<file path="config.mk">
export PLATFORM = sky130hd
export DESIGN_NAME = lol_freq_monitor
export DESIGN_NICKNAME = d
export VERILOG_FILES = /design/src/rtl/lol_mon_pkg.sv /design/src/rtl/lol_edge_sync.sv /design/src/rtl/lol_meas_path.sv /design/src/rtl/lol_persist_ctrl.sv /design/src/rtl/lol_freq_monitor.sv
export SDC_FILE = /design/constraint.sdc
export NUM_CORES = 1
export LEC_CHECK = 0
export BUFFER_PORTS_ARGS = -buffer_cell sky130_fd_sc_hd__buf_4
export CORE_MARGIN = 2
export CORE_UTILIZATION = 25
export CTS_BUF_LIST = sky130_fd_sc_hd__clkbuf_4 sky130_fd_sc_hd__clkbuf_8 sky130_fd_sc_hd__clkbuf_16
export CTS_CLUSTER_DIAMETER = 80
export DETAILED_ROUTE_END_ITERATION = 8
export PLACE_DENSITY = 0.5
export SETUP_SLACK_MARGIN = 0.1
export SYNTH_ARGS = -nofsm -noshare
export SYNTH_HDL_FRONTEND = slang
export SYNTH_SLANG_ARGS = --single-unit
</file>
<file path="constraint.sdc">
create_clock -name clk -period 2.55 [get_ports clk]
set_clock_uncertainty 0.2 [all_clocks]
set_input_delay 0.51 -clock clk [delete_from_list [all_inputs] [get_ports clk]]
set_output_delay 0.51 -clock clk [all_outputs]
set_load 0.02 [all_outputs]
</file>
<file path="src/rtl/lol_mon_pkg.sv">
package lol_mon_pkg;

  // Measurement strobes handed from the datapath to the persistence control.
  typedef struct packed {
    logic winDone;   // a counted (non-priming) window closed this cycle
    logic inTol;     // verdict of the window that closed
    logic restart;   // setting changed, gate restarted
    logic invalid;   // unsupported setting present
  } measStrobe_t;

  // Gate scale for a rate/reference setting; 0 marks an unsupported one.
  function automatic logic [3:0] refScale(input logic rate, input logic [1:0] sel);
    logic [3:0] s;
    case ({rate, sel})
      3'b000:  s = 4'd1;
      3'b010:  s = 4'd4;
      3'b011:  s = 4'd8;
      3'b100:  s = 4'd1;
      3'b111:  s = 4'd8;
      default: s = 4'd0;
    endcase
    return s;
  endfunction

endpackage

</file>
<file path="src/rtl/lol_edge_sync.sv">
module lol_edge_sync #(
  parameter int SYNC_STAGES = 2
) (
  input  logic clk,
  input  logic rstN,
  input  logic recIn,
  output logic eventOut
);

  logic [SYNC_STAGES-1:0] stageQ;
  logic                   lastQ;

  // plain flop chain into the reference domain
  for (genvar i = 0; i < SYNC_STAGES; i++) begin : g_stage
    if (i == 0) begin : g_first
      always_ff @(posedge clk) begin
        if (!rstN) stageQ[0] <= 1'b0;
        else       stageQ[0] <= recIn;
      end
    end else begin : g_next
      always_ff @(posedge clk) begin
        if (!rstN) stageQ[i] <= 1'b0;
        else       stageQ[i] <= stageQ[i-1];
      end
    end
  end

  always_ff @(posedge clk) begin
    if (!rstN) lastQ <= 1'b0;
    else       lastQ <= stageQ[SYNC_STAGES-1];
  end

  // Both edges of the divided clock count
  assign eventOut = stageQ[SYNC_STAGES-1] ^ lastQ;

endmodule

</file>
<file path="src/rtl/lol_meas_path.sv">
module lol_meas_path
  import lol_mon_pkg::*;
#(
  parameter int BASE_GATE = 1024,
  parameter int REC_DIV   = 8,
  parameter int TOL_PPM   = 100
) (
  input  logic        clk,
  input  logic        rstN,
  input  logic        eventIn,
  input  logic        rateSel,
  input  logic [1:0]  refSel,
  output measStrobe_t measQ
);

  localparam int     GATE_MAX   = BASE_GATE * 8;
  localparam int     GW         = $clog2(GATE_MAX);
  localparam int     CW         = $clog2(GATE_MAX + 1);
  localparam int     EXPECTED   = GATE_MAX / REC_DIV;
  localparam longint TOL_RAW    = (longint'(EXPECTED) * longint'(TOL_PPM)) / 64'd1000000;
  localparam int     TOL        = (TOL_RAW < 1) ? 1 : int'(TOL_RAW);
  localparam logic [CW-1:0] LOW_C  = CW'(EXPECTED - TOL);
  localparam logic [CW-1:0] HIGH_C = CW'(EXPECTED + TOL);
  localparam logic [GW-1:0] LAST_X1 = GW'(BASE_GATE - 1);
  localparam logic [GW-1:0] LAST_X4 = GW'(4 * BASE_GATE - 1);
  localparam logic [GW-1:0] LAST_X8 = GW'(8 * BASE_GATE - 1);

  logic [2:0]    cfgQ;
  logic          cfgChange;
  logic [3:0]    scale;
  logic          cfgValid;
  logic [GW-1:0] gateLast;
  logic [GW-1:0] gateCnt;
  logic [CW-1:0] evtCnt;
  logic [CW-1:0] totalCount;
  logic          winEnd;
  logic          primed;
  logic          inTolNow;

  // setting decode
  assign scale     = refScale(rateSel, refSel);
  assign cfgValid  = (scale != 4'd0);
  assign cfgChange = ({rateSel, refSel} != cfgQ);

  always_comb begin
    case (scale)
      4'd1:    gateLast = LAST_X1;
      4'd4:    gateLast = LAST_X4;
      4'd8:    gateLast = LAST_X8;
      default: gateLast = '0;
    endcase
  end

  assign winEnd     = cfgValid && !cfgChange && (gateCnt == gateLast);
  assign totalCount = evtCnt + CW'(eventIn);
  // tolerance band around the nominal count
  assign inTolNow   = (totalCount >= LOW_C) && (totalCount <= HIGH_C);

  always_ff @(posedge clk) begin
    if (!rstN) cfgQ <= 3'b000;
    else       cfgQ <= {rateSel, refSel};
  end

  // Gate counter: restarts on a setting change, frozen at 0 while unsupported
  always_ff @(posedge clk) begin
    if (!rstN || !cfgValid || cfgChange) gateCnt <= '0;
    else if (gateCnt == gateLast)        gateCnt <= '0;
    else                                 gateCnt <= gateCnt + GW'(1);
  end

  always_ff @(posedge clk) begin
    if (!rstN || !cfgValid || cfgChange) evtCnt <= '0;
    else if (winEnd)                     evtCnt <= '0;
    else                                 evtCnt <= totalCount;
  end

  // first window after reset or a change only primes the synchronizer
  always_ff @(posedge clk) begin
    if (!rstN || !cfgValid || cfgChange) primed <= 1'b0;
    else if (winEnd)                     primed <= 1'b1;
  end

  always_ff @(posedge clk) begin
    if (!rstN) begin
      measQ <= '0;
    end else begin
      measQ.winDone <= winEnd && primed;
      measQ.inTol   <= inTolNow;
      measQ.restart <= cfgChange;
      measQ.invalid <= !cfgValid;
    end
  end

  // no window can hold more events than it has cycles
  a_r2_count_fits_window: assert property (@(posedge clk) disable iff (!rstN)
    winEnd |-> (totalCount <= (CW'(gateLast) + CW'(1))));

endmodule

</file>
<file path="src/rtl/lol_persist_ctrl.sv">
module lol_persist_ctrl
  import lol_mon_pkg::*;
#(
  parameter int SET_WINDOWS   = 8,
  parameter int CLEAR_WINDOWS = 10
) (
  input  logic        clk,
  input  logic        rstN,
  input  measStrobe_t meas,
  output logic        lossOfLock,
  output logic        invalidCfg
);

  localparam int BW = $clog2(SET_WINDOWS + 1);
  localparam int KW = $clog2(CLEAR_WINDOWS + 1);
  localparam logic [BW-1:0] SET_LAST = BW'(SET_WINDOWS - 1);
  localparam logic [KW-1:0] CLR_LAST = KW'(CLEAR_WINDOWS - 1);

  logic [BW-1:0] badRun;
  logic [KW-1:0] goodRun;

  always_ff @(posedge clk) begin
    if (!rstN) begin
      lossOfLock <= 1'b1;
      invalidCfg <= 1'b0;
      badRun     <= '0;
      goodRun    <= '0;
    end else begin
      invalidCfg <= meas.invalid;
      if (meas.invalid) begin
        lossOfLock <= 1'b1;
        badRun     <= '0;
        goodRun    <= '0;
      end else if (meas.restart) begin
        badRun     <= '0;
        goodRun    <= '0;
      end else if (meas.winDone) begin
        if (meas.inTol) begin
          badRun <= '0;
          if (goodRun >= CLR_LAST) lossOfLock <= 1'b0;
          else                     goodRun    <= goodRun + KW'(1);
        end else begin
          goodRun <= '0;             // run restart
          if (badRun >= SET_LAST) lossOfLock <= 1'b1;
          else                    badRun     <= badRun + BW'(1);
        end
      end
    end
  end

  a_r5_rise_needs_bad_window: assert property (@(posedge clk) disable iff (!rstN)
    $rose(lossOfLock) |-> $past(meas.invalid || (meas.winDone && !meas.inTol)));

  a_r7_fall_needs_good_window: assert property (@(posedge clk) disable iff (!rstN)
    $fell(lossOfLock) |-> $past(meas.winDone && meas.inTol && !meas.invalid && !meas.restart));

  a_r4_invalid_forces_loss: assert property (@(posedge clk) disable iff (!rstN)
    meas.invalid |=> (lossOfLock && invalidCfg));

  a_r8_restart_keeps_flag: assert property (@(posedge clk) disable iff (!rstN)
    (meas.restart && !meas.invalid) |=> $stable(lossOfLock));

endmodule

</file>
<file path="src/rtl/lol_freq_monitor.sv">
module lol_freq_monitor
  import lol_mon_pkg::*;
#(
  parameter int BASE_GATE     = 1024,
  parameter int REC_DIV       = 8,
  parameter int TOL_PPM       = 100,
  parameter int SET_WINDOWS   = 8,
  parameter int CLEAR_WINDOWS = 10,
  parameter int SYNC_STAGES   = 2
) (
  input  logic       clk,
  input  logic       rstN,
  input  logic       recDivIn,
  input  logic       rateSel,
  input  logic [1:0] refSel,
  output logic       lossOfLock,
  output logic       invalidCfg
);

  logic        recEvent;
  measStrobe_t measStrobe;

  lol_edge_sync #(.SYNC_STAGES(SYNC_STAGES)) u_sync (
    .clk      (clk),
    .rstN     (rstN),
    .recIn    (recDivIn),
    .eventOut (recEvent)
  );

  lol_meas_path #(
    .BASE_GATE (BASE_GATE),
    .REC_DIV   (REC_DIV),
    .TOL_PPM   (TOL_PPM)
  ) u_meas (
    .clk     (clk),
    .rstN    (rstN),
    .eventIn (recEvent),
    .rateSel (rateSel),
    .refSel  (refSel),
    .measQ   (measStrobe)
  );

  lol_persist_ctrl #(
    .SET_WINDOWS   (SET_WINDOWS),
    .CLEAR_WINDOWS (CLEAR_WINDOWS)
  ) u_ctrl (
    .clk        (clk),
    .rstN       (rstN),
    .meas       (measStrobe),
    .lossOfLock (lossOfLock),
    .invalidCfg (invalidCfg)
  );

endmodule

</file>
==> results of run 1 <==
==> power by group through the flow <==
| stage | Combinational, µW | Clock, µW | Sequential, µW |
|---|---|---|---|
| floorplan | 57.7 | 0 | 779 |
| global placement | 89.7 | 0 | 780 |
| detailed placement | 90.8 | 0 | 780 |
| CTS | 91.2 | 567 | 762 |
| global route | 98.3 | 604 | 764 |
| finish | 89.7 | 545 | 762 |
==> final timing paths <==
check,slack [ps],endpoint,cells after the start
worst max-delay path,230,u_meas.measQ[2],7
worst min-delay path,220,u_sync.stageQ[0],2
worst max register to register,230,u_meas.measQ[2],7
worst min register to register,260,u_sync.stageQ[1],1
==> state kept, by name (all words and copies together), names as in the netlist <==
signal,cells
u_meas.evtCnt,14
u_meas.gateCnt,13
u_ctrl.badRun,4
u_ctrl.goodRun,4
u_meas.measQ,4
u_meas.cfgQ,3
u_sync.stageQ,2
u_ctrl.invalidCfg,1
u_ctrl.lossOfLock,1
u_meas.primed,1
u_sync.lastQ,1
==> worst max-delay path: stages (launching register included) <==
cell     delay (ps)
dfxtp_1         350
xor2_1          180
ha_1            260
ha_2            260
xnor2_1         100
or4_1           470
a211o_1         310
a21oi_1         140
==> layout by cell type, fill, tap and decap left out, types with 3 or more instances in the layout <==
master | Yosys | routed
nand4_1 | 11 | 11
nor2_1 | 12 | 12
nor2b_1 | 3 | 3
inv_1 | 6 | 6
nand2_1 | 17 | 16
dfxtp_1 | 48 | 48
nor3b_1 | 6 | 6
a21oi_1 | 6 | 6
and2_1 | 9 | 9
nand3_1 | 10 | 10
or3b_2 | 3 | 3
buf_4 | 1 | 11
and4_1 | 3 | 3
ha_1 | 11 | 10
xor2_1 | 14 | 14
xnor2_1 | 15 | 15
o21ai_0 | 5 | 4
a31oi_1 | 3 | 3
and3_1 | 8 | 8
nor3_1 | 29 | 29
clkbuf_8 | 0 | 5
==> stage by stage <==
step | area (µm²) | utilization [%] | std cells | hold WS, ps
floorplan | 2350 | - | 258 | 212
global placement | 2560 | 28.0 | 371 | 238
detailed placement | 2560 | 28.0 | 371 | 228
CTS | 2680 | 29.2 | 379 | 214
global route | 2690 | 29.4 | 379 | 212
finish | 2690 | 29.4 | 379 | 221
==> kinds of logic after synthesis <==
kind of cell,count (synthesis),synth area share [%]
compound gates,30,9.60
xor+xnor,29,10.8
fa+ha+maj,11,5.86
buf+inv,17,3.62
flops,48,40.9
simple gates,123,29.2
==> area by class of cell <==
type                       count  area [µm²]
inverter                       6        22.5
fill                         956        6470
timing repair buffer          13         123
clock buffer                   6        76.3
clock inverter                 2        35.0
multi-input combinational    193        1330
tap                          111         139
sequential                    48         961
==> timing repair <==
item                                    in CTS  in global routing
endpoints found under the hold margin        0                  0
resized for setup                            0                  4
endpoints found under the setup margin       0                  1
==> per-layer routing <==
layer	share of wire, %	up-vias	wire length (µm)	GRT usage [%]
met5	0	-	0	0
met4	0.94	0	44	3.12
met3	2.7	2	126	2.08
met2	45	14	2130	16.4
met1	51	846	2400	13.4
li1	-	946	-	-
==> out/summary.txt, run 1 <==
Status: finished clean
Routability Congestion: 0.798
First-pass GRT wire length: 8340 µm
Synth async-reset ratio: 0%
Critical path class: reg2reg
Post-synth top area share: 40.9%
Slew @ Worst Pin: 541 ps
CTS buffer count: 5
Clock latency on the worst-skew pair: 290 ps
Antenna violations before repair: 0
Clk sinks: 48
CP endpoint kind: flop
I/O pins: 8
Largest net degree at the start of global routing: 30
CTS Hold Bufs: 0
RSZ-0062 raised after global routing: no
Pre-CTS setup slack: 72.7 ps
Final period util: 90.9%
Max-slew violation count: 0
H-tree levels: 2
Initial DRT Pass Iterations: 4
Syn_area_per_cell: 9.10 µm²
Final nets: 284
Pint: 1100 µW
Hold path start: recDivIn
CTS Buffer Depth: 2
Post-CTS Setup Repair Bufs: 0
Vias: 1808
Clock root cell: clkbuf_8
Width of the die: 101 µm
Post-synthesis cell count: 258
Tmin final: 2320 ps
Synthesis-to-finish area growth: 14.4%
Vias/cell: 4.77
P_sw: 299 µW
Worst vdd ir: 227 µV
Initial core utilization: 25.6%
Die Y: 101 µm
Final Total Pwr: 1400 µW
Clock power share: 39.0%
Remaining DRCs: 0
Gate power share: 6.4%
Clk pin slew, worst setup/hold paths: 90 ps
# diodes: 0
Routed WL: 4700 µm
Count of final hold-check violations: 0
IO buf count: 7
Commonest cells in the netlist: dfxtp_1 (48), nor3_1 (29), nand2_1 (17)
Fmax: 431 MHz
Hold Crit Class: in2reg
Mapped Area: 2350 µm²
Endpoints failing setup: 0
Post-synth EDFFs: 0
Slew Limit Headroom: 63.9%
Most frequent cell after synthesis: dfxtp_1
Yosys warnings: 0
Global Route Usage Sum: 10.1%
Critical path arrival: 2350 ps
Die area: 10200 µm²
Number of global-route vias before repair: 1789
CP max FO: 5
FF+latch count, synth: 48
CP startpoint kind: flop
R2r startpoint: u_sync.stageQ[1]
Final Worst Setup Slack: 231 ps
Pwr Density: 520 nW/µm²
Synth area leaders: dfxtp_1 (41%), nor3_1 (6.2%), ha_1 (5.9%), xnor2_1 (5.6%), xor2_1 (5.2%)
Syn_nets: 275
Share of cells above drive strength 1: 11.6%
Maxcap violations: 0
DR iter-0 viols: 69
Setup TNS: 0 ps
Post-synthesis cell type count: 45
DRT antenna net count: 0
Total congestion overflow: 0
Crit path launch: u_sync.stageQ[1]
Area leader, netlist: dfxtp_1
Cell row count: 35
Post-DP HPWL: 3310 µm
Core area: 9150 µm²
Prevailing post-synth register cell: dfxtp_1
Switching share of power: 21.4%
Lkg Pwr: 0.000905 µW
WL/cell: 12.4 µm
Worst EP required: 2580 ps
CTS tree: built
Seq/Total Area, Yosys: 40.9%
Sequential power share: 54.6%
No activity file was read; power rests on OpenSTA's default activity.
==> inputs of run 2 (changes only) <==
CORE_ASPECT_RATIO = 1.25   (was not set)
==> run 2 against run 1 <==
Effect of this change: register-to-register slack better by 40 ps; critical endpoint unchanged; clock power rose by 21%; die area about the same; non-clock buffer count increased by 2.
==> out/summary.txt, run 2 (synthesis results as in run 1) <==
Final period util: 89.5% (was 90.9%)
Largest Register: u_meas.evtCnt (unchanged)
IO buf count: 7 (unchanged)
Cells after DPL: 385 (was 371)
Width of the die: 90.7 µm (was 101 µm)
Final Total Pwr: 1510 µW (was 1400 µW)
Routed WL: 4560 µm (was 4700 µm)
Count of final hold-check violations: 0 (unchanged)
RSZ-0062 raised after global routing: no (unchanged)
DR iter-0 viols: 81 (was 69)
H-tree levels: 2 (unchanged)
Number of flip-flops under the largest register name: 14 (unchanged)
Most common cell after layout, fill and taps aside: dfxtp_1 (unchanged)
CTS tree: built (unchanged)
Initial core utilization: 25.7% (was 25.6%)
Synthesis-to-finish area growth: 16.8% (was 14.4%)
Lkg Pwr: 0.000919 µW (was 0.000905 µW)
Slew Limit Headroom: 70.7% (was 63.9%)
R2r setup slk: 270 ps (was 230 ps)
# diodes: 0 (unchanged)
Slew @ Worst Pin: 436 ps (was 541 ps)
Final nets: 286 (was 284)
Vias/cell: 4.57 (was 4.77)
Global Route Usage Sum: 9.56% (was 10.1%)
Clk sinks: 48 (unchanged)
Critical path arrival: 2290 ps (was 2350 ps)
Endpoints failing setup: 0 (unchanged)
Pre-CTS setup slack: 87.7 ps (was 72.7 ps)
CTS Hold Bufs: 0 (unchanged)
Final Worst Setup Slack: 268 ps (was 231 ps)
Pwr Density: 551 nW/µm² (was 520 nW/µm²)
Worst vdd ir: 245 µV (was 227 µV)
Number of global-route vias before repair: 1741 (was 1789)
Largest regs: u_meas.evtCnt (14), u_meas.gateCnt (13) (unchanged)
Clock root cell: clkbuf_16 (was clkbuf_8)
CTS buffer count: 5 (unchanged)
Maxcap violations: 0 (unchanged)
Hold Crit Class: in2reg (unchanged)
DRT antenna net count: 0 (unchanged)
Most frequent cells in the layout: dfxtp_1 (48), nor3_1 (29), nand2_1 (16), xnor2_1 (15) (was dfxtp_1 (48), nor3_1 (29), nand2_1 (16), xnor2_1 (15), xor2_1 (14))
CP endpoint kind: flop (unchanged)
Tmin final: 2280 ps (was 2320 ps)
Share of cells above drive strength 1: 12.3% (was 11.6%)
Remaining DRCs: 0 (unchanged)
Routability Congestion: 0.731 (was 0.798)
R2r startpoint: u_sync.stageQ[1] (unchanged)
Largest net degree at the start of global routing: 22 (was 30)
Core area: 9130 µm² (was 9150 µm²)
Setup TNS: 0 ps (unchanged)
Post-CTS Setup Repair Bufs: 0 (unchanged)
FF-to-FF path depth: 7 (unchanged)
Total congestion overflow: 0 (unchanged)
Cell row count: 39 (was 35)
Clk pin slew, worst setup/hold paths: 60 ps (was 90 ps)
CP startpoint kind: flop (unchanged)
Non-Filler Instances: 392 (was 379)
Worst EP required: 2560 ps (was 2580 ps)
Hold path cells: 2 (unchanged)
Die Y: 112 µm (was 101 µm)
Clock latency on the worst-skew pair: 290 ps (about the same)
Max-slew violation count: 0 (unchanged)
First-pass GRT wire length: 8020 µm (was 8340 µm)
I/O pins: 8 (unchanged)
Initial DRT Pass Iterations: 4 (unchanged)
Hold path start: recDivIn (unchanged)
Fin Hold WS: 244 ps (was 221 ps)
CTS Buffer Depth: 2 (unchanged)
Fmax: 438 MHz (was 431 MHz)
Crit path launch: u_sync.stageQ[1] (unchanged)
Status: finished clean (unchanged)
Critical path class: reg2reg (unchanged)
WL/cell: 11.6 µm (was 12.4 µm)
CP max FO: 5 (unchanged)
Antenna violations before repair: 0 (unchanged)
Post-DP HPWL: 3280 µm (was 3310 µm)
Die area: 10200 µm² (about the same)
Vias: 1790 (was 1808)
[run 2: path summary, 6_finish.rpt]
| kind | to |
|---|---|
| hold reg to reg | u_sync.stageQ[1] |
| hold / removal | u_sync.stageQ[0] |
| setup / recovery | u_meas.measQ[2] |
| setup reg to reg | u_meas.measQ[2] |
[run 2: through the flow]
stage | utilization, % | area [µm²]
after detailed placement | 28.3 | 2580
final | 30.1 | 2740
after global routing | 30.1 | 2740
after floorplan | - | 2350
after CTS | 29.9 | 2730
after global placement | 28.3 | 2580
[run 2: final cells by class]
| type | count | area (µm²) |
|---|---|---|
| Fill cell | 977 | 6380 |
| Sequential cell | 48 | 961 |
| Clock inverter | 1 | 8.76 |
| Multi-Input combinational cell | 193 | 1330 |
| Inverter | 6 | 22.5 |
| Clock buffer | 6 | 139 |
| Timing Repair Buffer | 15 | 125 |
| Tap cell | 123 | 154 |
[run 2: repair_timing]
action,CTS,global route
endpoints found under the hold margin,0,0
gates resized for setup,0,4
setup endpoints to repair,0,1
[run 2: metal layers]
metal  track usage [%]  up-vias  wire length, µm
li1                  -      945                -
met1              11.7      825             2180
met2              16.4       13             2220
met3              1.01        7               52
met4              5.23        0              108
met5                 0        -                0
[run 2: critical path, cell delays in order (launching register included)]
cell and delay, ps:
dfxtp_1 340, xor2_1 200, ha_2 240, ha_2 230, xnor2_1 90, or4_1 480
a211o_1 280, a21oi_1 140
[run 2: report_power, final]
| group | internal, µW | switching [µW] |
|---|---|---|
| registers | 758 | 5.26 |
| logic | 38.9 | 49.9 |
| clock network | 386 | 273 |
| total | 1180 | 328 |
==> inputs of run 3 (changes only) <==
CORE_MARGIN = 3   (was 2)
MAX_ROUTING_LAYER = met4   (was not set)
==> run 3 against run 2 <==
Effect of this change: non-clock buffer count decreased by 1; critical path depth unchanged; utilization grew 0.16 points; flip-flop and latch count stayed put; highest routed layer unchanged.
==> out/summary.txt, run 3 (synthesis results as in run 1) <==
Setup TNS: 0 ps (unchanged)
CTS Hold Bufs: 0 (unchanged)
Final period util: 89.3% (was 89.5%)
CTS tree: built (unchanged)
Routed WL: 4520 µm (was 4560 µm)
Tmin final: 2280 ps (about the same)
Clk sinks: 48 (unchanged)
Fmax: 439 MHz (was 438 MHz)
Antenna violations before repair: 0 (unchanged)
Cell row count: 38 (was 39)
CP max FO: 4 (was 5)
Initial DRT Pass Iterations: 4 (unchanged)
Synthesis-to-finish area growth: 14.4% (was 16.8%)
Number of global-route vias before repair: 1703 (was 1741)
CTS Buffer Depth: 2 (unchanged)
H-tree levels: 2 (unchanged)
IO buf count: 7 (unchanged)
Most common cell after layout, fill and taps aside: dfxtp_1 (unchanged)
Post-DP HPWL: 3230 µm (was 3280 µm)
R2r startpoint: u_sync.stageQ[1] (unchanged)
Slew Limit Headroom: 70.7% (about the same)
Clock latency on the worst-skew pair: 300 ps (was 290 ps)
Initial core utilization: 26.4% (was 25.7%)
Most frequent cells in the layout: dfxtp_1 (48), nor3_1 (29), nand2_1 (17), xnor2_1 (15), xor2_1 (14) (was dfxtp_1 (48), nor3_1 (29), nand2_1 (16), xnor2_1 (15))
Critical path arrival: 2310 ps (was 2290 ps)
Worst reg2reg endpoint: u_meas.measQ[2] (unchanged)
Die Y: 114 µm (was 112 µm)
Vias: 1815 (was 1790)
Fillers: 952 (was 977)
R2r setup slk: 270 ps (about the same)
FF-to-FF path depth: 7 (unchanged)
DR iter-0 viols: 69 (was 81)
CTS buffer count: 5 (unchanged)
Share of cells above drive strength 1: 11.6% (was 12.3%)
Critical path class: reg2reg (unchanged)
Largest Register: u_meas.evtCnt (unchanged)
Worst EP required: 2580 ps (was 2560 ps)
Count of final hold-check violations: 0 (unchanged)
Pwr Density: 511 nW/µm² (was 551 nW/µm²)
Hold path cells: 2 (unchanged)
First-pass GRT wire length: 7850 µm (was 8020 µm)
Routability Congestion: 0.751 (was 0.731)
Endpoints failing setup: 0 (unchanged)
Core area: 8890 µm² (was 9130 µm²)
Global Route Usage Sum: 9.38% (was 9.56%)
Cells after DPL: 381 (was 385)
Hold Crit Class: in2reg (unchanged)
CP endpoint kind: flop (unchanged)
Worst vdd ir: 205 µV (was 245 µV)
Remaining DRCs: 0 (unchanged)
DRT antenna net count: 0 (unchanged)
Final nets: 285 (was 286)
Lkg Pwr: 0.000890 µW (was 0.000919 µW)
Number of flip-flops under the largest register name: 14 (unchanged)
Clock root cell: clkbuf_8 (was clkbuf_16)
Vias/cell: 4.69 (was 4.57)
Clk pin slew, worst setup/hold paths: 80 ps (was 60 ps)
Maxcap violations: 0 (unchanged)
Largest net degree at the start of global routing: 24 (was 22)
Max-slew violation count: 0 (unchanged)
Die area: 10600 µm² (was 10200 µm²)
Non-Filler Instances: 387 (was 392)
CP startpoint kind: flop (unchanged)
Largest regs: u_meas.evtCnt (14), u_meas.gateCnt (13) (unchanged)
RSZ-0062 raised after global routing: no (unchanged)
WL/cell: 11.7 µm (was 11.6 µm)
Width of the die: 92.7 µm (was 90.7 µm)
I/O pins: 8 (unchanged)
# diodes: 0 (unchanged)
Slew @ Worst Pin: 436 ps (about the same)
Status: finished clean (unchanged)
WHS Endpoint: u_sync.stageQ[0] (unchanged)
Hold path start: recDivIn (unchanged)
Total congestion overflow: 0 (unchanged)
## run 3: cell types whose count changed in the layout (fill, tap and decap cells not counted)
cell / before / now
buf_4: 14 / 13
clkbuf_16: 5 / 0
clkbuf_8: 1 / 5
nor4_1: 2 / 1
nand2_2: 1 / 0
nand2_1: 16 / 17
nor4_2: 2 / 3
clkinv_4: 1 / 0
bufinv_16: 0 / 1
## run 3: worst max-delay path: stages (launching register included)
cell and delay (ps):
dfxtp_1 360, xor2_1 190, ha_2 230, and3_1 200, xnor2_1 90, or4_1 530
a211o_1 290, a21oi_1 130
## run 3: final cells by class
cell class	instances	area (µm²)	share of cell area (%)
Sequential cell	48	961	35.8
Clock buffer	5	68.8	2.56
Inverter	6	22.5	0.838
Multi-Input combinational cell	193	1340	49.7
Tap cell	120	150	5.59
Timing Repair Buffer	14	118	4.38
Clock inverter	1	30.0	1.12
## run 3: worst max-delay path by stage
stage	from	endpoint	slack, ps	depth (start not counted)
detailed placement	refSel[0]	u_meas.measQ[3]	90	9
global route	u_sync.stageQ[1]	u_meas.measQ[2]	130	8
floorplan	refSel[0]	u_meas.evtCnt[2]	240	6
finish	u_sync.stageQ[1]	u_meas.measQ[2]	270	7
global placement	refSel[0]	u_meas.measQ[3]	130	9
CTS	u_sync.stageQ[1]	u_meas.measQ[2]	230	8
## run 3: per-layer routing
layer  share of wire [%]  track usage [%]
met2                  47             15.2
met3                 2.2             1.97
met4                 2.7             4.40
met5                   0                -
met1                  48             11.1
## run 3: per-stage QoR
stage / setup WS (ps) / util, % / hold WS, ps / area, µm² / power [µW]
finish: 273 / 30.2 / 226 / 2690 / 1370
global route: 126 / 30.2 / 214 / 2690 / 1450
CTS: 230 / 30.0 / 211 / 2670 / 1400
detailed placement: 89.3 / 28.9 / 228 / 2570 / 871
global placement: 133 / 28.9 / 225 / 2570 / 870
floorplan: 240 / - / 212 / 2350 / 837
## run 3: what timing repair did
item,4_1_cts,5_1_grt
endpoints found under the hold margin,0,0
resized for setup,0,4
endpoints found under the setup margin,0,1
buffers inserted,0,0
## run 3: where the power goes
group	internal (µW)	switching, µW	total (µW)
combinational	39.0	49.8	88.8
sequential	757	4.96	762
clock	282	240	522
